`src/rtl/can_stuff_pkg.sv`:
```
package can_stuff_pkg;
  localparam int unsigned DEF_RUN_LEN = 5;
  localparam logic LVL_DOMINANT  = 1'b0;
  localparam logic LVL_RECESSIVE = 1'b1;

  function automatic int unsigned run_cnt_w(input int unsigned run_len);
    return $clog2(run_len + 1);
  endfunction
endpackage

```
`src/rtl/can_stuff_run.sv`:
```
// Tracks the current run of equal line bits and flags when a stuff slot is due.
module can_stuff_run
  import can_stuff_pkg::*;
#(
  parameter int unsigned RUN_LEN = DEF_RUN_LEN
) (
  input  logic clk_i,
  input  logic rst_ni,
  input  logic adv_i,
  input  logic sof_i,
  input  logic en_i,
  input  logic bit_i,
  output logic due_o,
  output logic last_o
);
  localparam int unsigned CW = run_cnt_w(RUN_LEN);

  logic [CW-1:0] cnt_q, cnt_d;
  logic          last_q, last_d;
  logic          due_q, due_d;

  always_comb begin
    cnt_d  = cnt_q;
    last_d = last_q;
    due_d  = due_q;
    if (adv_i) begin
      last_d = bit_i;
      if (sof_i)                            cnt_d = en_i ? CW'(1) : '0;
      else if (due_q)                       cnt_d = CW'(1); // stuff bit opens new run
      else if (!en_i)                       cnt_d = '0;
      else if (cnt_q != '0 && bit_i == last_q) cnt_d = cnt_q + CW'(1);
      else                                  cnt_d = CW'(1);
      due_d = en_i && (cnt_d == CW'(RUN_LEN));
    end else if (sof_i) begin
      cnt_d = '0;
      due_d = 1'b0;
    end
  end

  always_ff @(posedge clk_i or negedge rst_ni) begin
    if (!rst_ni) begin
      cnt_q  <= '0;
      last_q <= LVL_RECESSIVE;
      due_q  <= 1'b0;
    end else begin
      cnt_q  <= cnt_d;
      last_q <= last_d;
      due_q  <= due_d;
    end
  end

  assign due_o  = due_q;
  assign last_o = last_q;
endmodule

```
`src/rtl/can_stuff_tx.sv`:
```
module can_stuff_tx
  import can_stuff_pkg::*;
(
  input  logic clk_i,
  input  logic rst_ni,
  input  logic slot_i,
  input  logic sof_i,
  input  logic data_i,
  input  logic due_i,
  input  logic last_i,
  output logic line_o,
  output logic ready_o,
  output logic bit_o,
  output logic stb_o
);
  logic ins_stuff;

  assign ins_stuff = due_i && !sof_i;
  assign ready_o   = !ins_stuff;
  assign line_o    = ins_stuff ? ~last_i : data_i;

  always_ff @(posedge clk_i or negedge rst_ni) begin
    if (!rst_ni) begin
      bit_o <= LVL_RECESSIVE;
      stb_o <= 1'b0;
    end else begin
      stb_o <= slot_i;
      if (slot_i) bit_o <= line_o;
    end
  end
endmodule

```
`src/rtl/can_stuff_rx.sv`:
```
module can_stuff_rx
  import can_stuff_pkg::*;
(
  input  logic clk_i,
  input  logic rst_ni,
  input  logic slot_i,
  input  logic sof_i,
  input  logic bit_i,
  input  logic due_i,
  input  logic last_i,
  output logic data_o,
  output logic vld_o,
  output logic err_o
);
  logic stuff_pos;

  assign stuff_pos = due_i && !sof_i;

  always_ff @(posedge clk_i or negedge rst_ni) begin
    if (!rst_ni) begin
      data_o <= LVL_RECESSIVE;
      vld_o  <= 1'b0;
      err_o  <= 1'b0;
    end else begin
      vld_o <= slot_i && !stuff_pos;
      err_o <= slot_i && stuff_pos && (bit_i == last_i);
      if (slot_i && !stuff_pos) data_o <= bit_i;
    end
  end
endmodule

```
`src/rtl/can_stuff_codec.sv`:
```
module can_stuff_codec
  import can_stuff_pkg::*;
#(
  parameter int unsigned RUN_LEN = DEF_RUN_LEN
) (
  input  logic clk_i,
  input  logic rst_ni,
  input  logic tx_slot_i,
  input  logic tx_en_i,
  input  logic tx_sof_i,
  input  logic tx_data_i,
  output logic tx_ready_o,
  output logic tx_bit_o,
  output logic tx_stb_o,
  input  logic rx_slot_i,
  input  logic rx_en_i,
  input  logic rx_sof_i,
  input  logic rx_bit_i,
  output logic rx_data_o,
  output logic rx_vld_o,
  output logic rx_err_o
);
  logic tx_due, tx_last, tx_line;
  logic rx_due, rx_last;

  can_stuff_run #(.RUN_LEN(RUN_LEN)) u_tx_run (
    .clk_i, .rst_ni,
    .adv_i(tx_slot_i), .sof_i(tx_sof_i), .en_i(tx_en_i), .bit_i(tx_line),
    .due_o(tx_due), .last_o(tx_last)
  );

  can_stuff_tx u_tx (
    .clk_i, .rst_ni,
    .slot_i(tx_slot_i), .sof_i(tx_sof_i), .data_i(tx_data_i),
    .due_i(tx_due), .last_i(tx_last),
    .line_o(tx_line), .ready_o(tx_ready_o), .bit_o(tx_bit_o), .stb_o(tx_stb_o)
  );

  can_stuff_run #(.RUN_LEN(RUN_LEN)) u_rx_run (
    .clk_i, .rst_ni,
    .adv_i(rx_slot_i), .sof_i(rx_sof_i), .en_i(rx_en_i), .bit_i(rx_bit_i),
    .due_o(rx_due), .last_o(rx_last)
  );

  can_stuff_rx u_rx (
    .clk_i, .rst_ni,
    .slot_i(rx_slot_i), .sof_i(rx_sof_i), .bit_i(rx_bit_i),
    .due_i(rx_due), .last_i(rx_last),
    .data_o(rx_data_o), .vld_o(rx_vld_o), .err_o(rx_err_o)
  );
endmodule

```
`config.mk`:
```
export PLATFORM = sky130hd
export DESIGN_NAME = can_stuff_codec
export DESIGN_NICKNAME = d
export VERILOG_FILES = /design/src/rtl/can_stuff_pkg.sv /design/src/rtl/can_stuff_run.sv /design/src/rtl/can_stuff_tx.sv /design/src/rtl/can_stuff_rx.sv /design/src/rtl/can_stuff_codec.sv
export SDC_FILE = /design/constraint.sdc
export NUM_CORES = 1
export LEC_CHECK = 0
export ABC_AREA = 1
export BUFFER_PORTS_ARGS = -buffer_cell sky130_fd_sc_hd__buf_2
export CORE_UTILIZATION = 32
export DETAILED_ROUTE_END_ITERATION = 10
export HOLD_SLACK_MARGIN = 0.05
export PLACE_DENSITY = 0.58
export SYNTH_ARGS = -nofsm -noshare
export SYNTH_HDL_FRONTEND = slang
export SYNTH_HIERARCHICAL = 1
export SYNTH_SLANG_ARGS = --single-unit
```
`constraint.sdc`:
```
create_clock -name clk_i -period 1.4 [get_ports clk_i]
set_input_delay 0.14 -clock clk_i [delete_from_list [all_inputs] [get_ports clk_i]]
set_output_delay 0.14 -clock clk_i [all_outputs]
set_load 0.1 [all_outputs]
```
# Yosys cells after proc, flatten, opt, wreduce, memory -nomap -nowiden
# Cells that the tools add are included.
# totals
regBits	14
out_inout_bits	6
# classes
n_addsub	2
n_eq_ne	4
n_mux	21
bitwise_logic	1
reduce_logical	17
# ops
operator	n
$mux W3	14
$logic_and A1 B1 Y1	9
$mux W1	7
$add A3 B1 Y3 const B	2
$eq A3 B3 Y1 const B	2
$reduce_bool A3 Y1	2
$logic_not A1 Y1	4
$reduce_bool A2 Y1	2
$eq A1 B1 Y1	2
$not A1 Y1	1

# Depth between registers and ports, before layout
# Gate-level depths: netlist (run 1).
# depth
depth_word	13
mapped_depth	13
mapped_depth_nobuf	13

# By module
# The synthesis (run 1) kept the hierarchy.
# modules_own_cells
module	n_inst	cells_each	area_per_inst_um2	seq_area_each_um2
can_stuff_run	2	52	345.3	126.4
can_stuff_rx	1	16	127.6	76.3
can_stuff_tx	1	12	101.3	51.3

# Least setup slack after synthesis (run 1)
# Ideal clock, no wire load.
# synth_path
path_kind	register to register
from	reg u_tx_run.due_q (netlist: u_tx_run/due_o)
to	reg u_tx_run.due_q (netlist: u_tx_run/due_o)
arrival_time_ns	1.517
slack_ns	-0.233
path_stages_with_launch	12
cell_sequence	dfrtp_1 nand2_2 nand2_2 and2_4 nand2_1 nand2_2 nor2_4 nand2_1 nand2_1 nor2_1 nand2_1 nand2_1
# synth_via
elab_chain_len	12
# synth_rtl
element	line_no	source
from (decl)	can_stuff_run.sv:20	logic due_q, due_d;
from (signal assigned)	can_stuff_run.sv:48	due_q <= due_d;
$logic_and A1 B1 Y1	can_stuff_tx.sv:18	assign ins_stuff = due_i && !sof_i;
$mux W1	can_stuff_tx.sv:20	assign line_o = ins_stuff ? ~last_i : data_i;
net tx_line	can_stuff_codec.sv:23	logic tx_due, tx_last, tx_line;
$eq A1 B1 Y1	can_stuff_run.sv:31	else if (cnt_q != '0 && bit_i == last_q) cnt_d = cnt_q + CW'(1);
$logic_and A1 B1 Y1	can_stuff_run.sv:31	
$mux W3	can_stuff_run.sv:31	
$mux W3	can_stuff_run.sv:30	else if (!en_i) cnt_d = '0;
$mux W3	can_stuff_run.sv:29	else if (due_q) cnt_d = CW'(1);
$mux W3	can_stuff_run.sv:28	if (sof_i) cnt_d = en_i ? CW'(1) : '0;
$mux W3	can_stuff_run.sv:26	if (adv_i) begin
$eq A3 B3 Y1	can_stuff_run.sv:33	due_d = en_i && (cnt_d == CW'(RUN_LEN));
$logic_and A1 B1 Y1	can_stuff_run.sv:33	
$mux W1	can_stuff_run.sv:26	
# The timed path passes the listed nets, and every way through them passes these cells. The select of a mux whose other input is x is not followed.
# A chain may end at the register's enable or synchronous reset.

# Final worst setup path (run 1)
# layout_path
from	reg u_tx_run.last_q (netlist: u_tx_run/last_o)
to	reg u_tx_run.due_q (netlist: u_tx_run/due_o)
# layout_via
elab_chain_len	12
# layout_rtl
element	line_no	source
from (decl)	can_stuff_run.sv:19	logic last_q, last_d;
from (signal assigned)	can_stuff_run.sv:47	last_q <= last_d;
$not A1 Y1	can_stuff_tx.sv:20	
$mux W1	can_stuff_tx.sv:20	
net tx_line	can_stuff_codec.sv:23	
$eq A1 B1 Y1	can_stuff_run.sv:31	
$logic_and A1 B1 Y1	can_stuff_run.sv:31	
$mux W3	can_stuff_run.sv:31	
$mux W3	can_stuff_run.sv:30	
$mux W3	can_stuff_run.sv:29	
$mux W3	can_stuff_run.sv:28	
$mux W3	can_stuff_run.sv:26	
$eq A3 B3 Y1	can_stuff_run.sv:33	
$logic_and A1 B1 Y1	can_stuff_run.sv:33	
$mux W1	can_stuff_run.sv:26	
# The timed path passes the listed nets, and every way through them passes these cells. The select of a mux whose other input is x is not followed.

==> metrics, run 1 <==
adder-cell share of the synthesized area=0.05442; critical path type=flop to flop; GP Congestion=0.7747; startpoint types=flop; Die H=55.61 um; post-detail-place hpwl=1268 um; Initial Util=0.3364; met2 routed WL=743 um; Tcrit/Tclk final=0.9800; switching share of power=0.3171; Placed Area=0.001064 mm2; vias per inst=4.422; ratio of cells with drive above 1 in the final layout=0.3141; DRT Pass-1 Iters=4; net switching power figure=0.0002941 W; largest family of logic cells by synthesized area=simple AND/OR/NAND/NOR gates; initial antenna violation count=0; commonest non-fill, non-tap cell in the layout=nand2_1; post-synth net total=146; initial drt markers=12; Synth Area in XOR/XNOR=0; dpl cells=178; Die Area=0.003092 mm2; post-route ant nets=0; core footprint=0.002734 mm2; number of global-route vias before repair=750; filler instances=279; Leak=0.6218 nW; post-route insts no fill=187; FMAX=728.8 MHz; logic gate share of total power=0.242; largest net degree at the start of global routing=16; synth warn=6; Clk pin slew, worst setup/hold paths=0.08 ns; Synth Instances=132; Final setup viols=0; mux cell area share after synthesis=0; CP max FO=3; Sink Count=15; area leader, netlist=dfrtp_1; sequential area share after synthesis=0.4136; clk root buf=clkbuf_4; Synth Area in Compound Gates=0.04354; area growth from synthesis to layout=27.07%; sequential share of power=0.506; Crit path arrival time=1.54 ns; Post-Route WL=1594 um; # IOs=16; Fin. Hold Viols=0; final net count=171; # port buffers=15; P_int=0.0006333 W; Synth area leaders=dfrtp_1 (30%), nand2_1 (17%), dfstp_2 (11%), inv_1 (9.8%), nand3_1 (6.5%); cell row count=19; Via Count=827; worst rel slew slack=0.6792; unrepaired setup endpoints after global routing=true; Layout Utilization=0.4275; CTS tree=built; Seq cells post-synth=15; DRC=0; peak supply drop=506.1 uV; antenna cells=0; routed length on met1=777 um; clk_lat worst skew=0.27 ns; gr ovfl total=0; clock power share=0.251; first-pass GRT wire length=2925 um; total CTS buffers=3; Max Root-Sink Buffers=2; GRT Overall Usage=0.1177; Final Slew Violations=0; Synth Cell Area=919.6 um2; Final min period=1.372 ns; drt wl/cell=8.524 um; clk_skew=0.003432 ns; Pwr Density=793.6 mW/mm2; outcome=completed; Die X=55.61 um; Synth Area in Simple Gates=0.3660; H-tree Lvls=1; Worst EP required=1.57 ns; HP Class=input port to flop; top cell type's share of synthesized area=0.2993; Synth cell types=15; Synth Area per Inst=6.967 um2; max_cap viols=0; uppermost layer routed=met4; Least-Margin Pin Slew=0.4846 ns; DR WL met3=54 um; Tot Pwr=0.0009274 W; endpoint type of the worst setup path=flop; most frequent cells in the layout=nand2_1 (38), inv_1 (24), buf_2 (13); post-route cell area=0.001169 mm2
==> timing repair <==
item / in CTS / in global routing
setup buffers: 2 / 2
resized for setup: 3 / 7
gates cloned: 0 / 0
endpoints found under the hold margin: 15 / 0
pin swaps: 3 / 3
hold buffers: 1 / 0
endpoints found under the setup margin: 2 / 3
==> sequential cells by signal, indices dropped and copies added, names as in the netlist <==
register and count:
u_rx/data_o 1, u_rx/vld_o 1, u_rx_run/last_o 1, u_rx_run/cnt_q 3
u_rx/err_o 1, u_rx_run/due_o 1, u_tx/bit_o 1, u_tx_run/due_o 1
u_tx_run/last_o 1, u_tx_run/cnt_q 3, u_tx/stb_o 1
==> worst max-delay path, stage by stage, from the launching register on <==
cell and delay [ns]:
dfstp_2 0.54, nand3_2 0.08, and2_4 0.16, nand2_4 0.07, nand2_4 0.06, nor2_4 0.14
nand2_1 0.06, nand2_1 0.05, nor2_1 0.04, nand2_1 0.05, nand2_1 0.04
==> cells by family after synthesis <==
family | count (synthesis)
and+or+nand+nor | 75
buffers and inverters | 30
DFF | 15
AOI/OAI and AO/OA | 8
adders and majority gates | 4
==> through the flow <==
stage                     TNS, ns  hold slack [ns]  worst slack [ns]
final                           0          0.07515           0.02796
after global routing      -0.1114          0.06498          -0.06189
after CTS                       0          0.06529          0.003584
after detailed placement  -0.1049          0.06822          -0.05576
after global placement          0          0.06201           0.02442
after floorplan                 0          -0.1556          0.002779
==> final timing paths <==
| kind | start | slack (ns) | endpoint | cells after the start |
|---|---|---|---|---|
| min in group asynchronous | rst_ni | 0.28 | u_rx_run/cnt_q[0] | 2 |
| max in group asynchronous | rst_ni | 0.82 | u_tx/bit_o | 2 |
| min reg2reg | u_rx/data_o | 0.46 | u_rx/data_o | 2 |
| max | u_tx_run/last_o | 0.03 | u_tx_run/due_o | 10 |
| min | tx_slot_i | 0.08 | u_tx/stb_o | 1 |
| max reg2reg | u_tx_run/last_o | 0.03 | u_tx_run/due_o | 10 |
==> cell type report <==
| class | instances | area [um2] | share of cell area |
|---|---|---|---|
| multi-input combinational | 87 | 476.7 | 0.4079 |
| sequential | 15 | 381.6 | 0.3266 |
| timing repair buffer | 20 | 132.6 | 0.1135 |
| inverter | 30 | 112.6 | 0.09636 |
| tap | 31 | 38.79 | 0.03319 |
| clock buffer | 4 | 26.28 | 0.02248 |
==> per-layer routing <==
layer  global-route usage  vias up
met1               0.1469      371
met3              0.01860        2
li1                     -      441
met4              0.05357        0
met5                    0        -
met2               0.1997       13
==> synth_stat cells <==
library cell,number
nand2_1,41
inv_1,24
nand3_1,12
dfrtp_1,11
nor2_1,11
nand2_2,6
o21ai_0,6
inv_2,5
dfstp_2,4
ha_1,4
nor2_2,2
nor2_4,2
o21ai_1,2
and2_4,1
clkinv_1,1
==> power groups by stage <==
stage	clock network [W]	logic (W)	registers, W
after floorplan	0	0.0000853	0.000540
after global placement	0	0.000198	0.000479
after detailed placement	0	0.000200	0.000479
after CTS	0.000250	0.000210	0.000471
after global routing	0.000272	0.000251	0.000472
final	0.000233	0.000225	0.000469
Power figures use the tool's default switching activity.
==> run 2, diff against run 1 <==
Settings changed: PLACE_DENSITY 0.58 to 0.59, SYNTH_HIERARCHICAL 1 to unset.
==> metrics, run 2 <==
Synth area leaders=dfrtp_1 (36%), dfstp_2 (10%), nand2_1 (8.4%), nor2_1 (6.9%), ha_1 (6.6%); Setup TNS Final=0 ns (unchanged); Final min period=1.281 ns (-0.09153 ns); first-pass GRT wire length=2435 um (-17%); FMAX=780.9 MHz (+7.1%); CTS tree=built; Max Root-Sink Buffers=2 (unchanged); Pwr Density=910.3 mW/mm2 (+15%); Seq cells post-synth=14 (-1); max_cap viols=0 (unchanged); initial antenna violation count=0 (unchanged); commonest cells in the netlist=nand2_1 (17), nor2_1 (14), inv_1 (13); startpoint types=flop; buffers and inverters on the worst path=1 (+1); Leak=0.4782 nW (-23%); GRT Overall Usage=0.1312 (+0.01353); Crit-path slowest cell=dfrtp_1; filler instances=237 (-15%); commonest non-fill, non-tap cell in the layout=nand2_1; most frequent cells in the layout=nand2_1 (17), nor2_1 (14), inv_1 (13); CP peak stage delay=0.43 ns (-0.11 ns); most numerous cell in the Yosys netlist=nand2_1; Post-synth EDFFs=0 (unchanged); critical path type=flop to primary output; Multi-input gate area=351.6 um2 (-26%); Initial Util=0.3406 (+0.004232); cell row count=17 (-2); ys async rst share=1.000 (unchanged); Via Count=664 (-20%); Die X=50.76 um (-8.7%); ratio of cells with drive above 1 in the final layout=0.2696 (-0.04454); Tcrit/Tclk final=0.9146 (-0.06538); Main synth FF type=dfrtp_1; CP max FO=4 (+1); Die H=50.76 um (-8.7%); Synth cell types=21 (+6); HP Class=input port to flop; clk root buf=clkbuf_4; top cell type's share of synthesized area=0.3618 (+0.06252); endpoint type of the worst setup path=primary output; clk_lat worst skew=0.28 ns (about the same); delay-heaviest family, CP=flip-flops; final net count=130 (-24%); drt wl/cell=10.00 um (+17%); clk_skew=0.008481 ns (+0.005049 ns); Synth Cell Area=760.7 um2 (-17%); DRC=0 (unchanged); Least-Margin Pin Slew=0.4836 ns (-0.0009981 ns); Die Area=0.002576 mm2 (-17%); gr ovfl total=0 (unchanged); peak supply drop=562.4 uV (+11%); Crit path arrival time=1.14 ns (-0.40 ns); Synth Area per Inst=8.093 um2 (+16%); unrepaired setup endpoints after global routing=false; Sink Count=14 (-1); sequential area share after synthesis=0.4655 (+0.05186); area growth from synthesis to layout=26.48%; post-synth net total=108 (-26%); Final Slew Violations=0 (unchanged); area leader, netlist=dfrtp_1; Fin. Hold Viols=0 (unchanged); # port buffers=15 (unchanged); worst rel slew slack=0.6798 (about the same); core footprint=0.002233 mm2 (-18%); Clk pin slew, worst setup/hold paths=0.08 ns (about the same); CP cell instances=nand2_4 > clkbuf_4; top flop regs=u_rx_run.cnt_q x3, u_tx_run.cnt_q x3; outcome=completed; dpl cells=137 (-23%); DRT Pass-1 Iters=4 (unchanged); Worst EP required=1.26 ns (-0.31 ns); GP Congestion=0.7519 (-2.9%); H-tree Lvls=1 (unchanged); post-route ant nets=0 (unchanged); # IOs=16 (unchanged); total CTS buffers=3 (unchanged); synth warn=0 (-6); vias per inst=4.643 (+5.0%); post-route insts no fill=143 (-24%); Sequential Area=357.8 um2 (-6.2%); Final setup viols=0 (unchanged); Post-Route WL=1430 um (-10%); initial drt markers=13 (+1); number of global-route vias before repair=621 (-17%); antenna cells=0 (unchanged); Tot Pwr=0.0008759 W (-5.6%); post-detail-place hpwl=1124 um (-11%); Synth Instances=94 (-29%); largest net degree at the start of global routing=15 (-1)
-- run 2: cell count changes in the layout (fill, tap and decap cells not counted), sizes merged, moves of 2 or more --
cell | previous run | this run
nand3 | 12 | 5
inv | 29 | 17
o22ai | 0 | 2
nand2 | 47 | 20
nand4 | 0 | 4
a21oi | 0 | 3
o21ai | 8 | 5
buf | 18 | 14
-- run 2: final timing paths --
path / from / endpoint / slack [ns] / cells after the start
worst max register to register: u_rx_run.cnt_q[0] / u_rx_run.due_o / 0.12 / 7
min in group asynchronous: rst_ni / u_rx_run.cnt_q[1] / 0.27 / 2
worst min register to register: u_rx_run.last_o / u_rx_run.last_o / 0.50 / 2
worst min-delay path: rx_slot_i / u_rx_run.last_o / 0.09 / 2
worst max-delay path: u_tx_run.due_o / tx_ready_o / 0.12 / 2
max in group asynchronous: rst_ni / u_rx.data_o / 0.84 / 2
-- run 2: per-layer routing --
layer	share of wire	global-route usage	routed length, um	vias to the layer above
met3	0.029	0.01818	41	4
met2	0.45	0.2133	642	16
li1	-	-	-	342
met4	0.026	0.09259	37	0
met1	0.50	0.1579	708	302
met5	0	0	0	-
-- run 2: logic make-up (layout without fill, tap and decap cells) --
| family | count (synthesis) | count (layout) | share of synthesized area |
|---|---|---|---|
| AND/OR/NAND/NOR | 44 | 44 | 0.2599 |
| buffers and inverters | 17 | 38 | 0.08388 |
| AO/OA/AOI/OAI | 14 | 14 | 0.1135 |
| flip-flops | 14 | 14 | 0.4655 |
| adder cells (fa/ha/maj) | 4 | 4 | 0.06579 |
| XOR/XNOR | 1 | 1 | 0.01152 |
-- run 2: final cells by class --
cell class	count	share of cell area
Tap cell	28	0.03641
Sequential cell	14	0.3719
Multi-Input combinational cell	63	0.3654
Timing Repair Buffer	17	0.1326
Inverter	17	0.06632
Clock buffer	4	0.02731
-- run 2: repair_timing --
action,CTS,global route
hold endpoints to repair,15,0
buffers inserted,0,0
endpoints found under the setup margin,0,2
gates resized for setup,0,3
hold buffers,2,0
-- run 2: where the power goes --
group          total, W  internal [W]  switching (W)
Sequential     0.000443      0.000429      0.0000140
Clock          0.000233      0.000110       0.000123
Combinational  0.000200     0.0000660       0.000134
-- run 2: through the flow --
| step | instance area (um2) | hold WS (ns) | util | setup slack [ns] |
|---|---|---|---|---|
| 6_report | 962.2 | 0.09155 | 0.4308 | 0.1195 |
| 5_1_grt | 962.2 | 0.1049 | 0.4308 | 0.02900 |
| 4_1_cts | 950.9 | 0.09073 | 0.4258 | 0.01604 |
| 3_5_place_dp | 904.6 | 0.05348 | 0.4050 | 0.1284 |
| 3_3_place_gp | 904.6 | 0.05228 | 0.4050 | 0.1571 |
| 2_1_floorplan | 764.5 | -0.1556 | - | 0.01374 |
==> run 3, diff against run 2 <==
--- a/config.mk
+++ b/config.mk
@@ -12,4 +12,5 @@
 export HOLD_SLACK_MARGIN = 0.05
 export PLACE_DENSITY = 0.59
+export REMOVE_ABC_BUFFERS = 1
 export SYNTH_ARGS = -nofsm -noshare
 export SYNTH_HDL_FRONTEND = slang
==> constraint.sdc (replaced) <==
create_clock -name clk_i -period 1.4 [get_ports clk_i]
set_input_delay 0.28 -clock clk_i [delete_from_list [all_inputs] [get_ports clk_i]]
set_output_delay 0.28 -clock clk_i [all_outputs]
set_load 0.1 [all_outputs]
==> metrics, run 3 (synthesis results as in run 2) <==
outcome=completed; # port buffers=15 (unchanged); startpoint types=flop; antenna cells=0 (unchanged); commonest non-fill, non-tap cell in the layout=nand2_1; CP peak stage delay=0.59 ns (+0.16 ns); CP max FO=5 (+1); ratio of cells with drive above 1 in the final layout=0.2807 (+0.01114); Worst R2R Path Depth=7 (unchanged); GRT Overall Usage=0.1329 (+0.001657); DRC=0 (unchanged); # IOs=16 (unchanged); clk_lat worst skew=0.27 ns (about the same); top flop regs=u_rx_run.cnt_q x3, u_tx_run.cnt_q x3; DR WL met3=54 um (+32%); Post-Route WL=1426 um (-0.28%); final net count=129 (-0.77%); most frequent cells in the layout=nand2_1 (17), nor2_1 (14), inv_1 (13); initial antenna violation count=0 (unchanged); Clk pin slew, worst setup/hold paths=0.08 ns (about the same); worst rel slew slack=0.6794 (about the same); H-tree Lvls=1 (unchanged); core footprint=0.002233 mm2 (unchanged); Crit-path slowest cell=dfstp_2; Max Root-Sink Buffers=2 (unchanged); buffers and inverters on the worst path=1 (unchanged); CTS tree=built; cell row count=17 (unchanged); Die X=50.76 um (unchanged); number of global-route vias before repair=627 (+0.97%); GP Congestion=0.7796 (+3.7%); Pwr Density=947.4 mW/mm2 (+4.1%); Final Slew Violations=0 (unchanged); Via Count=664 (unchanged); Die H=50.76 um (unchanged); Worst EP required=1.12 ns (-0.14 ns); uppermost layer routed=met4; WHS=0.1952 ns (+0.1037 ns); total CTS buffers=3 (unchanged); Fin. Hold Viols=0 (unchanged); Final min period=1.330 ns (+0.04967 ns); Crit Reg-Reg Startpoint=u_rx_run.cnt_q[0]; Sink Count=14 (unchanged); FMAX=751.8 MHz (-3.7%); delay-heaviest family, CP=flip-flops; peak supply drop=579.8 uV (+3.1%); gr ovfl total=0 (unchanged); Hold Path End=u_tx.stb_o; Leak=0.4860 nW (+1.6%); drt wl/cell=10.04 um (+0.42%); r2r setup slk=0.13 ns (about the same); endpoint type of the worst setup path=primary output; largest net degree at the start of global routing=15 (unchanged); first-pass GRT wire length=2463 um (+1.1%); critical path type=flop to primary output; clk_skew=0.001499 ns (-0.006982 ns); Tcrit/Tclk final=0.9501 (+0.03548); max_cap viols=0 (unchanged); vias per inst=4.676 (+0.70%); routed length on met1=638 um (-9.9%); post-route ant nets=0 (unchanged); initial drt markers=10 (-3); area growth from synthesis to layout=27.63%; hold path start=tx_slot_i; clk root buf=clkbuf_4; Layout Utilization=0.4347 (+0.003922); Least-Margin Pin Slew=0.4843 ns (+0.0007420 ns); Initial Util=0.3406 (unchanged); r2r endpoint=u_rx_run.due_o; HP Class=input port to flop; Final setup viols=0 (unchanged); DRT Pass-1 Iters=4 (unchanged); post-detail-place hpwl=1114 um (-0.89%); filler instances=227 (-4.2%); Die Area=0.002576 mm2 (unchanged); Post-CTS Setup Bufs=0 (unchanged); Crit path arrival time=1.05 ns (-0.09 ns); met2 routed WL=696 um (+8.4%); unrepaired setup endpoints after global routing=false; CP cell instances=buf_12; hold depth=1 (-1)
[run 3: cell types whose count changed in the layout (fill, tap and decap cells not counted), sizes merged]
cell / delta
buf: +1
clkbuf: -1
dlygate4sd3: -1
[run 3: area by class of cell]
class,instances,area [um2],area share
clock buffers,4,36.28,0.03737
multi-input cells,63,351.6,0.3621
inverters,17,63.81,0.06572
flip-flops and latches,14,354.1,0.3647
repair buffers,16,130.1,0.1340
well taps,28,35.03,0.03608
[run 3: how the worst max path moves through the flow]
stage | startpoint | endpoint | slack, ns | depth (start not counted)
global route | u_rx_run.cnt_q[0] | u_rx_run.due_o | 0.01 | 7
global placement | u_rx_run.cnt_q[0] | u_rx_run.due_o | 0.16 | 7
CTS | u_tx.bit_o | tx_bit_o | 0.05 | 1
finish | u_tx.bit_o | tx_bit_o | 0.07 | 1
floorplan | u_tx.bit_o | u_tx_run.cnt_q[0] | -0.11 | 6
detailed placement | u_rx_run.cnt_q[0] | u_rx_run.due_o | 0.12 | 8
[run 3: per-stage QoR]
stage | instances | setup TNS [ns] | setup WS [ns] | cell area, um2 | power (W)
2_1_floorplan | 94 | -0.2518 | -0.1109 | 760.7 | 0.0005699
3_3_place_gp | 137 | 0 | 0.1594 | 915.9 | 0.0006381
3_5_place_dp | 137 | 0 | 0.1159 | 915.9 | 0.0006408
4_1_cts | 142 | 0 | 0.05271 | 962.2 | 0.0009320
5_1_grt | 142 | 0 | 0.01393 | 970.9 | 0.0009756
6_report | 142 | 0 | 0.06983 | 970.9 | 0.0009198
[run 3: timing repair]
item                                    4_1_cts  5_1_grt
hold buffers                                  1        0
hold endpoints to repair                     11        0
resized for setup                             0        2
endpoints found under the setup margin        0        1
[run 3: where the power goes]
part,leakage [nW],internal (W),switching [W]
clock,0.0210,0.000158,0.000124
combinational,0.288,0.0000641,0.000133
sequential,0.177,0.000427,0.0000137
total,0.486,0.000649,0.000271
[run 3: routing by layer]
layer	up-vias	track usage
met5	-	0
met4	0	0.09722
met3	4	0.03030
met2	18	0.2200
met1	303	0.1477
li1	339	-
